`src/rtl/irq_vector_pkg.sv`:
```
package irq_vector_pkg;

    localparam int REG_W = 32;

    // Word index of each register (byte offset / 4)
    localparam logic [3:0] WIX_STATUS = 4'h0;
    localparam logic [3:0] WIX_FORCE  = 4'h1;
    localparam logic [3:0] WIX_ENABLE = 4'h2;
    localparam logic [3:0] WIX_CRIT   = 4'h3;
    localparam logic [3:0] WIX_POL    = 4'h4;
    localparam logic [3:0] WIX_TRIG   = 4'h5;
    localparam logic [3:0] WIX_MASKED = 4'h6;
    localparam logic [3:0] WIX_VECTOR = 4'h7;
    localparam logic [3:0] WIX_CONFIG = 4'h8;

    // Source N lives at register bit REG_W-1-N: a plain bit reversal.
    function automatic logic [REG_W-1:0] rev_bits(input logic [REG_W-1:0] v);
        logic [REG_W-1:0] r;
        for (int i = 0; i < REG_W; i++) begin
            r[REG_W-1-i] = v[i];
        end
        return r;
    endfunction

endpackage

```
`src/rtl/irq_condition.sv`:
```
module irq_condition #(
    parameter int NSRC = 32
) (
    input  logic            clk,
    input  logic            rst_n,
    input  logic [NSRC-1:0] irq_raw,
    input  logic [NSRC-1:0] pol_high,
    input  logic [NSRC-1:0] edge_mode,
    output logic [NSRC-1:0] hw_set
);

    logic [NSRC-1:0] sync1_q;
    logic [NSRC-1:0] sync2_q;
    logic [NSRC-1:0] active;
    logic [NSRC-1:0] active_d_q;

    always_ff @(posedge clk or negedge rst_n) begin
        if (!rst_n) begin
            sync1_q    <= '0;
            sync2_q    <= '0;
            active_d_q <= '0;
        end else begin
            sync1_q    <= irq_raw;
            sync2_q    <= sync1_q;
            active_d_q <= active;
        end
    end

    for (genvar n = 0; n < NSRC; n++) begin : g_src
        always_comb begin
            active[n] = pol_high[n] ? sync2_q[n] : ~sync2_q[n];
            if (edge_mode[n]) begin
                hw_set[n] = active[n] & ~active_d_q[n];
            end else begin
                hw_set[n] = active[n];
            end
        end
    end


    edge_single_chk: assert property (@(posedge clk) disable iff (!rst_n)
        ((hw_set & edge_mode) & $past(hw_set & edge_mode)) == '0);

endmodule

```
`src/rtl/irq_status.sv`:
```
module irq_status #(
    parameter int NSRC = 32
) (
    input  logic            clk,
    input  logic            rst_n,
    input  logic [NSRC-1:0] hw_set,
    input  logic [NSRC-1:0] sw_set,
    input  logic [NSRC-1:0] sw_clr,
    output logic [NSRC-1:0] status_q
);

    always_ff @(posedge clk or negedge rst_n) begin
        if (!rst_n) begin
            status_q <= '0;
        end else begin
            status_q <= (status_q & ~sw_clr) | sw_set | hw_set;
        end
    end


    clear_lands_chk: assert property (@(posedge clk) disable iff (!rst_n)
        |(sw_clr & ~sw_set & ~hw_set) |=>
        ((status_q & $past(sw_clr & ~sw_set & ~hw_set)) == '0));


    force_lands_chk: assert property (@(posedge clk) disable iff (!rst_n)
        |sw_set |=> ((status_q & $past(sw_set)) == $past(sw_set)));

endmodule

```
`src/rtl/irq_prio_vec.sv`:
```
module irq_prio_vec #(
    parameter int NSRC       = 32,
    parameter int SLOT_SHIFT = 9
) (
    input  logic [NSRC-1:0] masked,
    input  logic            low_first,
    input  logic [31:0]     base,
    output logic [31:0]     vector
);

    localparam int IDX_W = (NSRC > 1) ? $clog2(NSRC) : 1;
    localparam logic [IDX_W-1:0] TOP_IDX = IDX_W'(NSRC - 1);

    logic             any;
    logic [IDX_W-1:0] win;
    logic [IDX_W-1:0] slot;

    always_comb begin
        any = |masked;
        win = '0;
        if (low_first) begin
            for (int n = NSRC - 1; n >= 0; n--) begin
                if (masked[n]) win = IDX_W'(n);
            end
        end else begin
            for (int n = 0; n < NSRC; n++) begin
                if (masked[n]) win = IDX_W'(n);
            end
        end
        slot   = low_first ? win : (TOP_IDX - win);
        vector = any ? (base + (32'(slot) << SLOT_SHIFT)) : 32'h0;

        if (any) begin
            win_pending_chk: assert (masked[win]);
        end
    end

endmodule

```
`src/rtl/irq_vector_ctrl.sv`:
```
module irq_vector_ctrl
    import irq_vector_pkg::*;
#(
    parameter int NSRC       = 32,
    parameter int ADDR_W     = 6,
    parameter int SLOT_SHIFT = 9
) (
    input  logic              clk,
    input  logic              rst_n,
    input  logic [ADDR_W-1:0] bus_addr,
    input  logic              bus_we,
    input  logic [31:0]       bus_wdata,
    output logic [31:0]       bus_rdata,
    input  logic [NSRC-1:0]   irq_src,
    output logic              irq_crit,
    output logic              irq_norm
);

    localparam int WIX_W = ADDR_W - 2;

    logic [NSRC-1:0]  en_q;
    logic [NSRC-1:0]  crit_q;
    logic [NSRC-1:0]  pol_q;
    logic [NSRC-1:0]  trig_q;
    logic [31:0]      cfg_q;
    logic [NSRC-1:0]  status;
    logic [NSRC-1:0]  masked;
    logic [NSRC-1:0]  hw_set;
    logic [NSRC-1:0]  sw_set;
    logic [NSRC-1:0]  sw_clr;
    logic [NSRC-1:0]  wsrc;
    logic [31:0]      wrev;
    logic [31:0]      vector;
    logic [WIX_W-1:0] wix;
    logic             aligned;

    assign wix     = bus_addr[ADDR_W-1:2];
    assign aligned = (bus_addr[1:0] == 2'b00);
    assign wrev    = rev_bits(bus_wdata);
    assign wsrc    = wrev[NSRC-1:0];

    function automatic logic hit(input logic [WIX_W-1:0] w, input logic [3:0] target);
        return aligned && (w == WIX_W'(target));
    endfunction

    assign sw_clr = (bus_we && hit(wix, WIX_STATUS)) ? wsrc : '0;
    assign sw_set = (bus_we && hit(wix, WIX_FORCE))  ? wsrc : '0;

    always_ff @(posedge clk or negedge rst_n) begin
        if (!rst_n) begin
            en_q   <= '0;
            crit_q <= '0;
            pol_q  <= '1;
            trig_q <= '0;
            cfg_q  <= '0;
        end else if (bus_we) begin
            if (hit(wix, WIX_ENABLE)) en_q   <= wsrc;
            if (hit(wix, WIX_CRIT))   crit_q <= wsrc;
            if (hit(wix, WIX_POL))    pol_q  <= wsrc;
            if (hit(wix, WIX_TRIG))   trig_q <= wsrc;
            if (hit(wix, WIX_CONFIG)) cfg_q  <= bus_wdata;
        end
    end

    irq_condition #(.NSRC(NSRC)) u_cond (
        .clk      (clk),
        .rst_n    (rst_n),
        .irq_raw  (irq_src),
        .pol_high (pol_q),
        .edge_mode(trig_q),
        .hw_set   (hw_set)
    );

    irq_status #(.NSRC(NSRC)) u_stat (
        .clk     (clk),
        .rst_n   (rst_n),
        .hw_set  (hw_set),
        .sw_set  (sw_set),
        .sw_clr  (sw_clr),
        .status_q(status)
    );

    assign masked = status & en_q;

    irq_prio_vec #(.NSRC(NSRC), .SLOT_SHIFT(SLOT_SHIFT)) u_prio (
        .masked   (masked),
        .low_first(cfg_q[0]),
        .base     ({cfg_q[31:2], 2'b00}),
        .vector   (vector)
    );

    assign irq_crit = |(masked & crit_q);
    assign irq_norm = |(masked & ~crit_q);

    always_comb begin
        bus_rdata = 32'h0;
        if (aligned) begin
            case (wix)
                WIX_W'(WIX_STATUS): bus_rdata = rev_bits(32'(status));
                WIX_W'(WIX_ENABLE): bus_rdata = rev_bits(32'(en_q));
                WIX_W'(WIX_CRIT):   bus_rdata = rev_bits(32'(crit_q));
                WIX_W'(WIX_POL):    bus_rdata = rev_bits(32'(pol_q));
                WIX_W'(WIX_TRIG):   bus_rdata = rev_bits(32'(trig_q));
                WIX_W'(WIX_MASKED): bus_rdata = rev_bits(32'(masked));
                WIX_W'(WIX_VECTOR): bus_rdata = vector;
                WIX_W'(WIX_CONFIG): bus_rdata = cfg_q;
                default:            bus_rdata = 32'h0;
            endcase
        end
    end


    crit_backed_chk: assert property (@(posedge clk) disable iff (!rst_n)
        irq_crit |-> ((status & en_q & crit_q) != '0));


    norm_backed_chk: assert property (@(posedge clk) disable iff (!rst_n)
        irq_norm |-> ((status & en_q & ~crit_q) != '0));

endmodule

```
`config.mk`:
```
export PLATFORM = sky130hd
export DESIGN_NAME = irq_vector_ctrl
export DESIGN_NICKNAME = d
export VERILOG_FILES = /design/src/rtl/irq_vector_pkg.sv /design/src/rtl/irq_condition.sv /design/src/rtl/irq_status.sv /design/src/rtl/irq_prio_vec.sv /design/src/rtl/irq_vector_ctrl.sv
export SDC_FILE = /design/constraint.sdc
export NUM_CORES = 1
export LEC_CHECK = 0
export CAP_MARGIN = 20
export CORE_UTILIZATION = 30
export DETAILED_ROUTE_END_ITERATION = 10
export SYNTH_ARGS = -nofsm -noshare
export SYNTH_HDL_FRONTEND = slang
export SYNTH_SLANG_ARGS = --single-unit
export TNS_END_PERCENT = 10
```
`constraint.sdc`:
```
create_clock -name clk -period 5.8 [get_ports clk]
set_input_delay 1.16 -clock clk [delete_from_list [all_inputs] [get_ports clk]]
set_output_delay 1.16 -clock clk [all_outputs]
set_load 0.02 [all_outputs]
```
### After elaboration in Yosys (flattened, before gate mapping)

Cells that the tools add are included.

* add/sub/neg operators: 2
* bitwise gates (word level): 104
* equal/unequal tests: 8
* reductions and logical operators: 19
* multiplexer cells: 134

Operators by type and width (count)
* 32-bit case mux with 8 select lines: 1
* 5-bit two-way mux: 50
* 32-bit AND: 4
* 32-bit two-way mux: 4
* 32-bit OR reduction: 3
* 1-bit two-way mux: 65
* 1-bit inverter: 64
* 32-bit inverter: 2
* 32-bit OR: 2
* 32-bit by 14-bit adder with 32-bit output: 1
* 1-bit AND: 32
* 4-bit two-way mux: 8
* 4-bit by 3-bit == test with 1-bit output (second input constant): 4
* 3-bit two-way mux: 4
* 2-bit AND reduction: 5
* 1-bit logical AND: 9
* 4-bit by 2-bit == test with 1-bit output (second input constant): 2
* 5-bit subtractor (first input constant): 1
* 4-bit by 1-bit == test with 1-bit output (second input constant): 1
* 4-bit == test (second input constant): 1
* 4-bit zero test: 1
* 2-bit two-way mux: 2
* 2-bit zero test: 1

* input port bits: 73
* logic and storage cells: 276
* bits in registers: 288
* output and inout bits: 34

### Logic depth before layout (Yosys ltp)

Gate-level depths: netlist of run 1.

* word-level depth: 40
* depth in mapped cells: 15
* gate-level depth less buffers: 15

### Cells and area by module

A second synthesis of run 1 with hierarchy kept.

* cells, all modules: 1246
* area, all modules: 13987.2 um2

Modules (own cells, without submodules)
* irq_vector_ctrl: area each 8408.1 um2, cells an instance 730, sequential area each 4043.9 um2, instances 1
* irq_condition: area each 2922.8 um2, cells an instance 160, sequential area each 2402.3 um2, instances 1
* irq_prio_vec: area each 1455.1 um2, cells an instance 228, sequential area each 0.0 um2, instances 1
* irq_status: area each 1201.2 um2, cells an instance 128, sequential area each 800.8 um2, instances 1

### Worst setup path after synthesis of run 1

OpenSTA, ideal clock, no wires.

* kind: register to output
* start: reg en_q[14]
* end: out bus_rdata[29]
* stages on the path, launching flop included: 16
* slack: 1.133 ns
* data arrival time: 3.507 ns
* path buffers: 0
* cell sequence: dfrtp_1 -> and2_1 -> a21oi_1 -> nand3_1 -> o311ai_1 -> a22oi_1 -> o21ai_1 -> ha_1 -> inv_1 -> fa_1 -> nor2b_1 -> o21ai_1 -> a2111oi_0 -> nand3_1 -> xor2_1 -> o22ai_1

* word-level cells in the longest chain between the ends: 26

RTL lines
* from (decl): line irq_vector_ctrl.sv:21 `logic [NSRC-1:0] en_q;`
* from (signal assigned): line irq_vector_ctrl.sv:57 `if (hit(wix, WIX_ENABLE)) en_q <= wsrc;`
* 32-bit AND *: line irq_vector_ctrl.sv:83 `assign masked = status & en_q;`
* 4-bit two-way mux (2 in a row): line irq_prio_vec.sv:27 `if (masked[n]) win = IDX_W'(n);`
* 5-bit two-way mux (16 in a row): line irq_prio_vec.sv:27
* 5-bit two-way mux: line irq_prio_vec.sv:21 `if (low_first) begin`
* 5-bit subtractor: line irq_prio_vec.sv:30 `slot = low_first ? win : (TOP_IDX - win);`
* 5-bit two-way mux: line irq_prio_vec.sv:30
* 32-bit by 14-bit adder with 32-bit output: line irq_prio_vec.sv:31 `vector = any ? (base + (32'(slot) << SLOT_SHIFT)) : 32'h0;`
* 32-bit two-way mux *: line irq_prio_vec.sv:31
* 32-bit case mux with 8 select lines *: line irq_vector_ctrl.sv:98 `case (wix)`
* 32-bit two-way mux *: line irq_vector_ctrl.sv:97 `if (aligned) begin`
* to (decl): line irq_vector_ctrl.sv:13 `output logic [31:0] bus_rdata,`

Every way passes the cells marked *; elsewhere a longest branch is shown, timed or not.

### Worst setup path after layout of run 1

* start: reg u_stat.status_q[26]
* end: out bus_rdata[28]

* word-level cells in the longest chain between the ends: 35

RTL lines
* from (decl): line irq_status.sv:9 `output logic [NSRC-1:0] status_q`
* from (signal assigned): line irq_status.sv:16 `status_q <= (status_q & ~sw_clr) | sw_set | hw_set;`
* 32-bit AND *: line irq_vector_ctrl.sv:83
* 5-bit two-way mux (27 in a row): line irq_prio_vec.sv:23 `if (masked[n]) win = IDX_W'(n);`
* 5-bit two-way mux: line irq_prio_vec.sv:21
* 5-bit subtractor: line irq_prio_vec.sv:30
* 5-bit two-way mux: line irq_prio_vec.sv:30
* 32-bit by 14-bit adder with 32-bit output: line irq_prio_vec.sv:31
* 32-bit two-way mux *: line irq_prio_vec.sv:31
* 32-bit case mux with 8 select lines *: line irq_vector_ctrl.sv:98
* 32-bit two-way mux *: line irq_vector_ctrl.sv:97

Marks and branches as above.

==> flow_summary.json, run 1 <==
{
  "status": "finished clean",
  "power.switching_uw": 1559,
  "synth.distinct_cells": 59,
  "die_w_um": 213.7,
  "combPwrFrac_pct": 15.3,
  "worstPathRequired_ns": 4.64,
  "min_path_cells": 0,
  "leakage_uw": 0.007456,
  "synth_top_area_cell": "dfrtp_1",
  "cts.sinks": 288,
  "synth_xor_area_share_pct": 3.388,
  "cts_buffer_depth": 3,
  "pre_cts_ws_ns": 0.1272,
  "drive_gt1_share_pct": 14.04,
  "synth_top_family_by_area": "compound AO/OA/AOI/OAI gates",
  "setup-tns-final_ns": 0,
  "syn_avg_cell_area_um2": 11.90,
  "hold_buffers": 0,
  "synth.area.top_cells": "dfrtp_1, mux2_1, dfstp_2",
  "path_cells": "a22oi_1, buf_4, nand4_2, nor2b_1, o2111ai_1, o31ai_1, ha_1, and2_1, nand3_1, a2111oi_2, buf_4, xor2_1, a221oi_1, nor2_1, clkdlybuf4s50_1",
  "syn-instance-count": 1130,
  "crit_top_cell": "buf_4",
  "ir_worst_vdd_uv": 208.7,
  "cts_max_level": 2,
  "path_class": "flip-flop to output pin",
  "fin_skew_ns": 0.01296,
  "r2r_end": "u_stat.status_q[18]",
  "grtUsageTotal_pct": 20.09,
  "wl_per_cell_um": 23.72,
  "synth_top_area_share_pct": 47.65,
  "wirelength_mm": 44.97,
  "cts_setup_buffers": 0,
  "synthArstFlopShare_pct": 100.0,
  "min_from": "u_cond.sync1_q[21]",
  "grt_max_degree": 147,
  "cts-root-buf": "clkbuf_16",
  "cts_tree": "yes",
  "place_area_um2": 15650,
  "routabilityCongestion": 0.9335,
  "core-area_um2": 44220,
  "ys_ff_latch": 288,
  "hold_violations": 0,
  "cp_max_fo": 6,
  "cts_resized": 18,
  "internal_power_uw": 4089,
  "p_sw_share_pct": 27.60,
  "start_util_pct": 30.40,
  "rsz0062_at_grt": "yes",
  "drv_cap": 0,
  "relSlewSlack_pct": 34.08,
  "clk_pin_slew_ns": 0.06,
  "cp_top_family": "compound AO/OA/AOI/OAI gates",
  "yosys.area_share.simple_pct": 8.944,
  "cpPeakStageDelay_ns": 0.63,
  "clkPwrFrac_pct": 41.0,
  "area_delta_synth_final_pct": 26.09,
  "hold_end": "u_cond.sync2_q[21]",
  "synthesis.nets": 1210,
  "setup_ws_ns": 0.03336,
  "dp_hpwl_mm": 31.56,
  "fin_nets": 1357,
  "yosysWarnings": 0,
  "timing.rr.start": "u_stat.status_q[18]",
  "grt_pass1_vias": 10710,
  "powerDensity_nw_per_um2": 333.2,
  "critPathBufInv": 3,
  "critPathCaptureType": "output pin",
  "num_io_pins": 107,
  "viasPerCell": 5.582,
  "max_freq_ghz": 0.1734,
  "synth_edf_count": 0,
  "synthAdderAreaFrac_pct": 0.7073,
  "fin_crit_ns": 5.767,
  "drc": 0,
  "antenna_found_initial": 1,
  "vias": 10580,
  "worst_slew_pin_slew_ns": 0.9887,
  "reg2reg_slack_ns": 4.64,
  "syn_area_um2": 13440,
  "crit_path_top_delay_cell": "clkdlybuf4s50_1",
  "arrival_ns": 4.61,
  "fin_crit_sh_pct": 99.42,
  "reg2regPathDepth": 3,
  "cts_made_buffers": 34,
  "muxShareOfSynthArea_pct": 13.40,
  "synthFlopType": "dfrtp_1",
  "drt_iter0_drc": 1009,
  "portBuffers": 106,
  "dr.pass1.iters": 8,
  "final_core_util_pct": 38.33,
  "clkLatencyLatePin_ns": 0.52,
  "hold_class": "flip-flop to flip-flop",
  "p_seq_share_pct": 43.7,
  "crit_path_start_kind": "flip-flop",
  "die_height_um": 213.7,
  "dieArea_um2": 45660,
  "fin_area_um2": 16950,
  "synth_compound_area_share_pct": 17.95,
  "slew_violations": 0,
  "antenna_left": 0,
  "setup_violations": 0,
  "grt_pass1_wl_mm": 68.51,
  "grt-ovfl-total": 0,
  "seq_area_frac_synth_pct": 53.90,
  "rows": 77
}
-- routing by layer --
layer / vias up / part of all wire [%] / track usage [%]
met4: 2 / 2.6 / 6.478
met2: 423 / 46 / 31.38
met1: 5445 / 44 / 27.33
li1: 4623 / - / -
met3: 91 / 7.2 / 4.862
met5: - / 0.027 / 0
-- kinds of logic after synthesis --
logic type	Yosys count
muxes	160
and+or+nand+nor	263
AOI/OAI and AO/OA	303
adders and majority gates	7
buffers and inverters	57
DFF	288
xor gates and xnor gates	52
-- cells in the mapped netlist, types with 3 or more instances --
library cell  number
dfrtp_1          256
mux2_1           160
nand2_1          136
a22oi_1           53
nand3_1           40
xnor2_1           36
a21o_1            33
a221o_1           33
clkbuf_1          33
a21boi_1          32
dfstp_2           32
nor2_1            31
a222oi_1          25
o22ai_1           22
a21oi_1           21
buf_1             17
a221oi_1          16
xor2_1            16
nand4_1           13
a31oi_1            9
and2_1             9
a221oi_2           7
a32oi_1            6
ha_1               6
nor4_1             6
o21ai_1            6
a211oi_1           5
a41oi_1            5
and3_1             5
inv_1              5
nand2b_1           5
o211ai_1           5
o21ai_0            5
nor2b_1            4
nor3_1             4
a2111oi_0          3
-- cell usage in the layout, fill, tap and decap left out, types with 8 or more instances in the layout --
| cell type | n |
|---|---|
| dlygate4sd2_1 | 8 |
| dfstp_2 | 32 |
| a21o_1 | 33 |
| buf_4 | 47 |
| nand4_1 | 13 |
| a22oi_1 | 48 |
| nand3_1 | 40 |
| a222oi_1 | 25 |
| a21boi_1 | 32 |
| a221o_1 | 33 |
| nor2_1 | 29 |
| dfrtp_1 | 254 |
| clkbuf_8 | 9 |
| xnor2_1 | 36 |
| a221oi_1 | 15 |
| buf_12 | 8 |
| mux2_1 | 160 |
| o22ai_1 | 22 |
| nand2_1 | 135 |
| clkdlybuf4s50_1 | 90 |
| xor2_1 | 16 |
| clkbuf_16 | 37 |
| a31oi_1 | 9 |
| a221oi_2 | 8 |
| a21oi_1 | 19 |
| and2_1 | 9 |
-- per-stage QoR --
stage          cells  hold WS [ns]  total power [uW]
3_5_place_dp    1833        0.3364              3348
2_1_floorplan   1130        0.3312              2916
3_3_place_gp    1831        0.3326              3344
6_report        1896        0.3466              5648
5_1_grt         1895        0.3534              5882
4_1_cts         1895        0.3438              5682
-- flip-flops by register name, indices dropped and copies added, names as in the netlist --
signal / count
cfg_q: 32
u_stat.status_q: 32
en_q: 32
u_cond.sync2_q: 32
pol_q: 32
trig_q: 32
u_cond.active_d_q: 32
u_cond.sync1_q: 32
crit_q: 32
-- final cells by class --
cell class | count | area [um2]
Sequential cell | 288 | 7249
Inverter | 5 | 18.77
Timing Repair Buffer | 163 | 1627
Clock inverter | 9 | 150.1
Fill cell | 4240 | 27270
Antenna cell | 1 | 2.502
Clock buffer | 53 | 1076
Tap cell | 592 | 740.7
Multi-Input combinational cell | 785 | 6087
-- power by group through the flow --
stage / logic, uW / clock network [uW] / registers, uW
after detailed placement: 851 / 0 / 2500
after global routing: 948 / 2440 / 2490
after floorplan: 506 / 0 / 2410
after CTS: 860 / 2360 / 2460
final: 864 / 2320 / 2470
after global placement: 855 / 0 / 2490
-- how the worst max path moves through the flow --
stage | startpoint | to | cells after the start
after CTS | en_q[14] | bus_rdata[21] | 17
final | u_stat.status_q[26] | bus_rdata[28] | 15
after floorplan | en_q[14] | bus_rdata[29] | 15
after global routing | u_stat.status_q[26] | bus_rdata[28] | 15
after detailed placement | en_q[14] | bus_rdata[29] | 17
after global placement | en_q[14] | bus_rdata[29] | 17
No activity file was read; power rests on OpenSTA's default activity.
==> inputs of run 2 (changes only) <==
CELL_PAD_IN_SITES_DETAIL_PLACEMENT = 2   (was not set)
CELL_PAD_IN_SITES_GLOBAL_PLACEMENT = 2   (was not set)
PLACE_DENSITY_LB_ADDON = 0.1   (was not set)
==> flow_summary.json, run 2 (synthesis gave the netlist of run 1 again) <==
{
  "status": "finished clean",
  "drc": 0,
  "crit_path_top_delay_cell": "fa_1",
  "timing.rr.start": "u_stat.status_q[18]",
  "vias": 10590,
  "internal_power_uw": 3964,
  "cts_tree": "yes",
  "max_freq_ghz": 0.1771,
  "slew_violations": 0,
  "n_fill_cell": 4490,
  "grt_pass1_vias": 11560,
  "die_w_um": 213.7,
  "hold_class": "flip-flop to flip-flop",
  "area_delta_synth_final_pct": 26.33,
  "ir_worst_vdd_uv": 164.2,
  "dp_hpwl_mm": 35.44,
  "dr.pass1.iters": 5,
  "num_io_pins": 107,
  "min_from": "u_cond.sync1_q[7]",
  "clkLatencyLatePin_ns": 0.56,
  "rsz0062_at_grt": "yes",
  "fin_crit_sh_pct": 97.35,
  "clkPwrFrac_pct": 39.5,
  "path_class": "flip-flop to output pin",
  "antenna_left": 0,
  "crit_path_start_kind": "flip-flop",
  "leakage_uw": 0.007480,
  "grtUsageTotal_pct": 23.27,
  "final_cell_mix": "dfrtp_1, mux2_1, nand2_1",
  "dieArea_um2": 45660,
  "cts-root-buf": "clkbuf_16",
  "setup_ws_ns": 0.1538,
  "drv_cap": 0,
  "worst_slew_pin_slew_ns": 0.7189,
  "hold_violations": 0,
  "hold_slack_ns": 0.3419,
  "total_power_uw": 5639,
  "final_common_cell": "dfrtp_1",
  "cpPeakStageDelay_ns": 0.44,
  "hold_buffers": 0,
  "critPathCaptureType": "output pin",
  "powerDensity_nw_per_um2": 332.0,
  "cts_made_buffers": 36,
  "combPwrFrac_pct": 16.5,
  "fin_crit_ns": 5.646,
  "die_height_um": 213.7,
  "fin_skew_ns": 0.01829,
  "final_core_util_pct": 38.41,
  "pre_cts_ws_ns": 0.007954,
  "path_cells": "and2_1, a21oi_2, nand3_1, o311ai_1, a22oi_1, o21ai_1, ha_1, inv_1, fa_1, nor2b_1, o21ai_2, a2111oi_2, buf_4, xor2_1, a221oi_1, nor2_1, dlygate4sd2_1",
  "wirelength_mm": 51.43,
  "cts.sinks": 288,
  "cts_max_level": 2,
  "portBuffers": 106,
  "wl_per_cell_um": 27.02,
  "dp_cells": 1836,
  "arrival_ns": 4.49,
  "worstSetupStartpoint": "en_q[14]",
  "rows": 77,
  "n_antenna_cell": 0,
  "grt_max_degree": 112,
  "p_seq_share_pct": 44.1,
  "relSlewSlack_pct": 52.07,
  "clk_pin_slew_ns": 0.06,
  "cp_max_fo": 7,
  "final_cells": 1903,
  "core-area_um2": 44220,
  "grt-ovfl-total": 0,
  "cts_buffer_depth": 3,
  "drive_gt1_share_pct": 14.87,
  "grt_pass1_wl_mm": 77.76,
  "start_util_pct": 30.40,
  "routabilityCongestion": 0.8644,
  "worstPathRequired_ns": 4.64,
  "viasPerCell": 5.564,
  "antenna_found_initial": 0,
  "setup_violations": 0,
  "power.switching_uw": 1674,
  "drt_iter0_drc": 725,
  "p_sw_share_pct": 29.70,
  "fin_nets": 1363
}
==> run 2: changes by cell type in the layout (fill, tap and decap cells not counted), moves of 3 or more <==
cell	change
a221oi_1	-4
clkinv_2	+4
a221oi_2	+3
buf_12	+3
buf_4	+3
bufinv_16	-3
clkdlybuf4s50_1	-3
==> run 2: path summary, 6_finish.rpt <==
check | depth (start not counted) | slack, ns | endpoint
worst max-delay path | 17 | 0.15 | bus_rdata[27]
worst min-delay path | 0 | 0.34 | u_cond.sync2_q[7]
worst max register to register | 3 | 4.64 | u_stat.status_q[18]
worst min register to register | 0 | 0.34 | u_cond.sync2_q[7]
max in group asynchronous | 2 | 4.10 | crit_q[3]
min in group asynchronous | 1 | 0.58 | u_cond.sync1_q[16]
==> run 2: what timing repair did <==
action	in CTS	in global routing
pin swaps	2	1
hold endpoints to repair	0	0
buffers inserted	1	0
setup endpoints to repair	18	15
cloned	0	0
resized for setup	31	21
==> run 2: cell type report <==
class	count	area (um2)	share of cell area, %
sequential	288	7247	42.67
inverter	5	18.77	0.1105
tap	592	740.7	4.361
timing repair buffer	167	1650	9.717
multi-input combinational	785	6166	36.30
clock buffer	53	1056	6.218
clock inverter	13	105.1	0.6188
==> run 2: power by group through the flow <==
stage / registers (uW) / logic [uW] / clock network, uW
floorplan: 2410 / 506 / 0
global placement: 2510 / 901 / 0
detailed placement: 2520 / 905 / 0
CTS: 2490 / 932 / 2290
global route: 2520 / 1010 / 2360
finish: 2490 / 929 / 2220
==> run 2: stage by stage <==
step                cell area [um2]    TNS, ns
CTS                           16930   -0.08026
detailed placement            15680          0
finish                        16980          0
floorplan                     13440          0
global placement              15680  -0.005793
global route                  16980    -0.8995
==> run 2: layer usage <==
| layer | vias to the layer above | share of wire [%] | track usage, % |
|---|---|---|---|
| li1 | 4618 | - | - |
| met1 | 5660 | 47 | 32.39 |
| met2 | 247 | 47 | 37.96 |
| met3 | 64 | 3.8 | 2.768 |
| met4 | 0 | 2.2 | 6.773 |
| met5 | - | 0 | 0 |
==> run 2: worst max-delay path, delay by kind of cell (launching register included) <==
family | cells | cell delay, ns
AO/OA/AOI/OAI | 7 | 1.59
AND/OR/NAND/NOR | 4 | 0.63
adder cells (fa/ha/maj) | 2 | 0.63
buffers and inverters | 3 | 0.59
flip-flops | 1 | 0.43
XOR/XNOR | 1 | 0.07
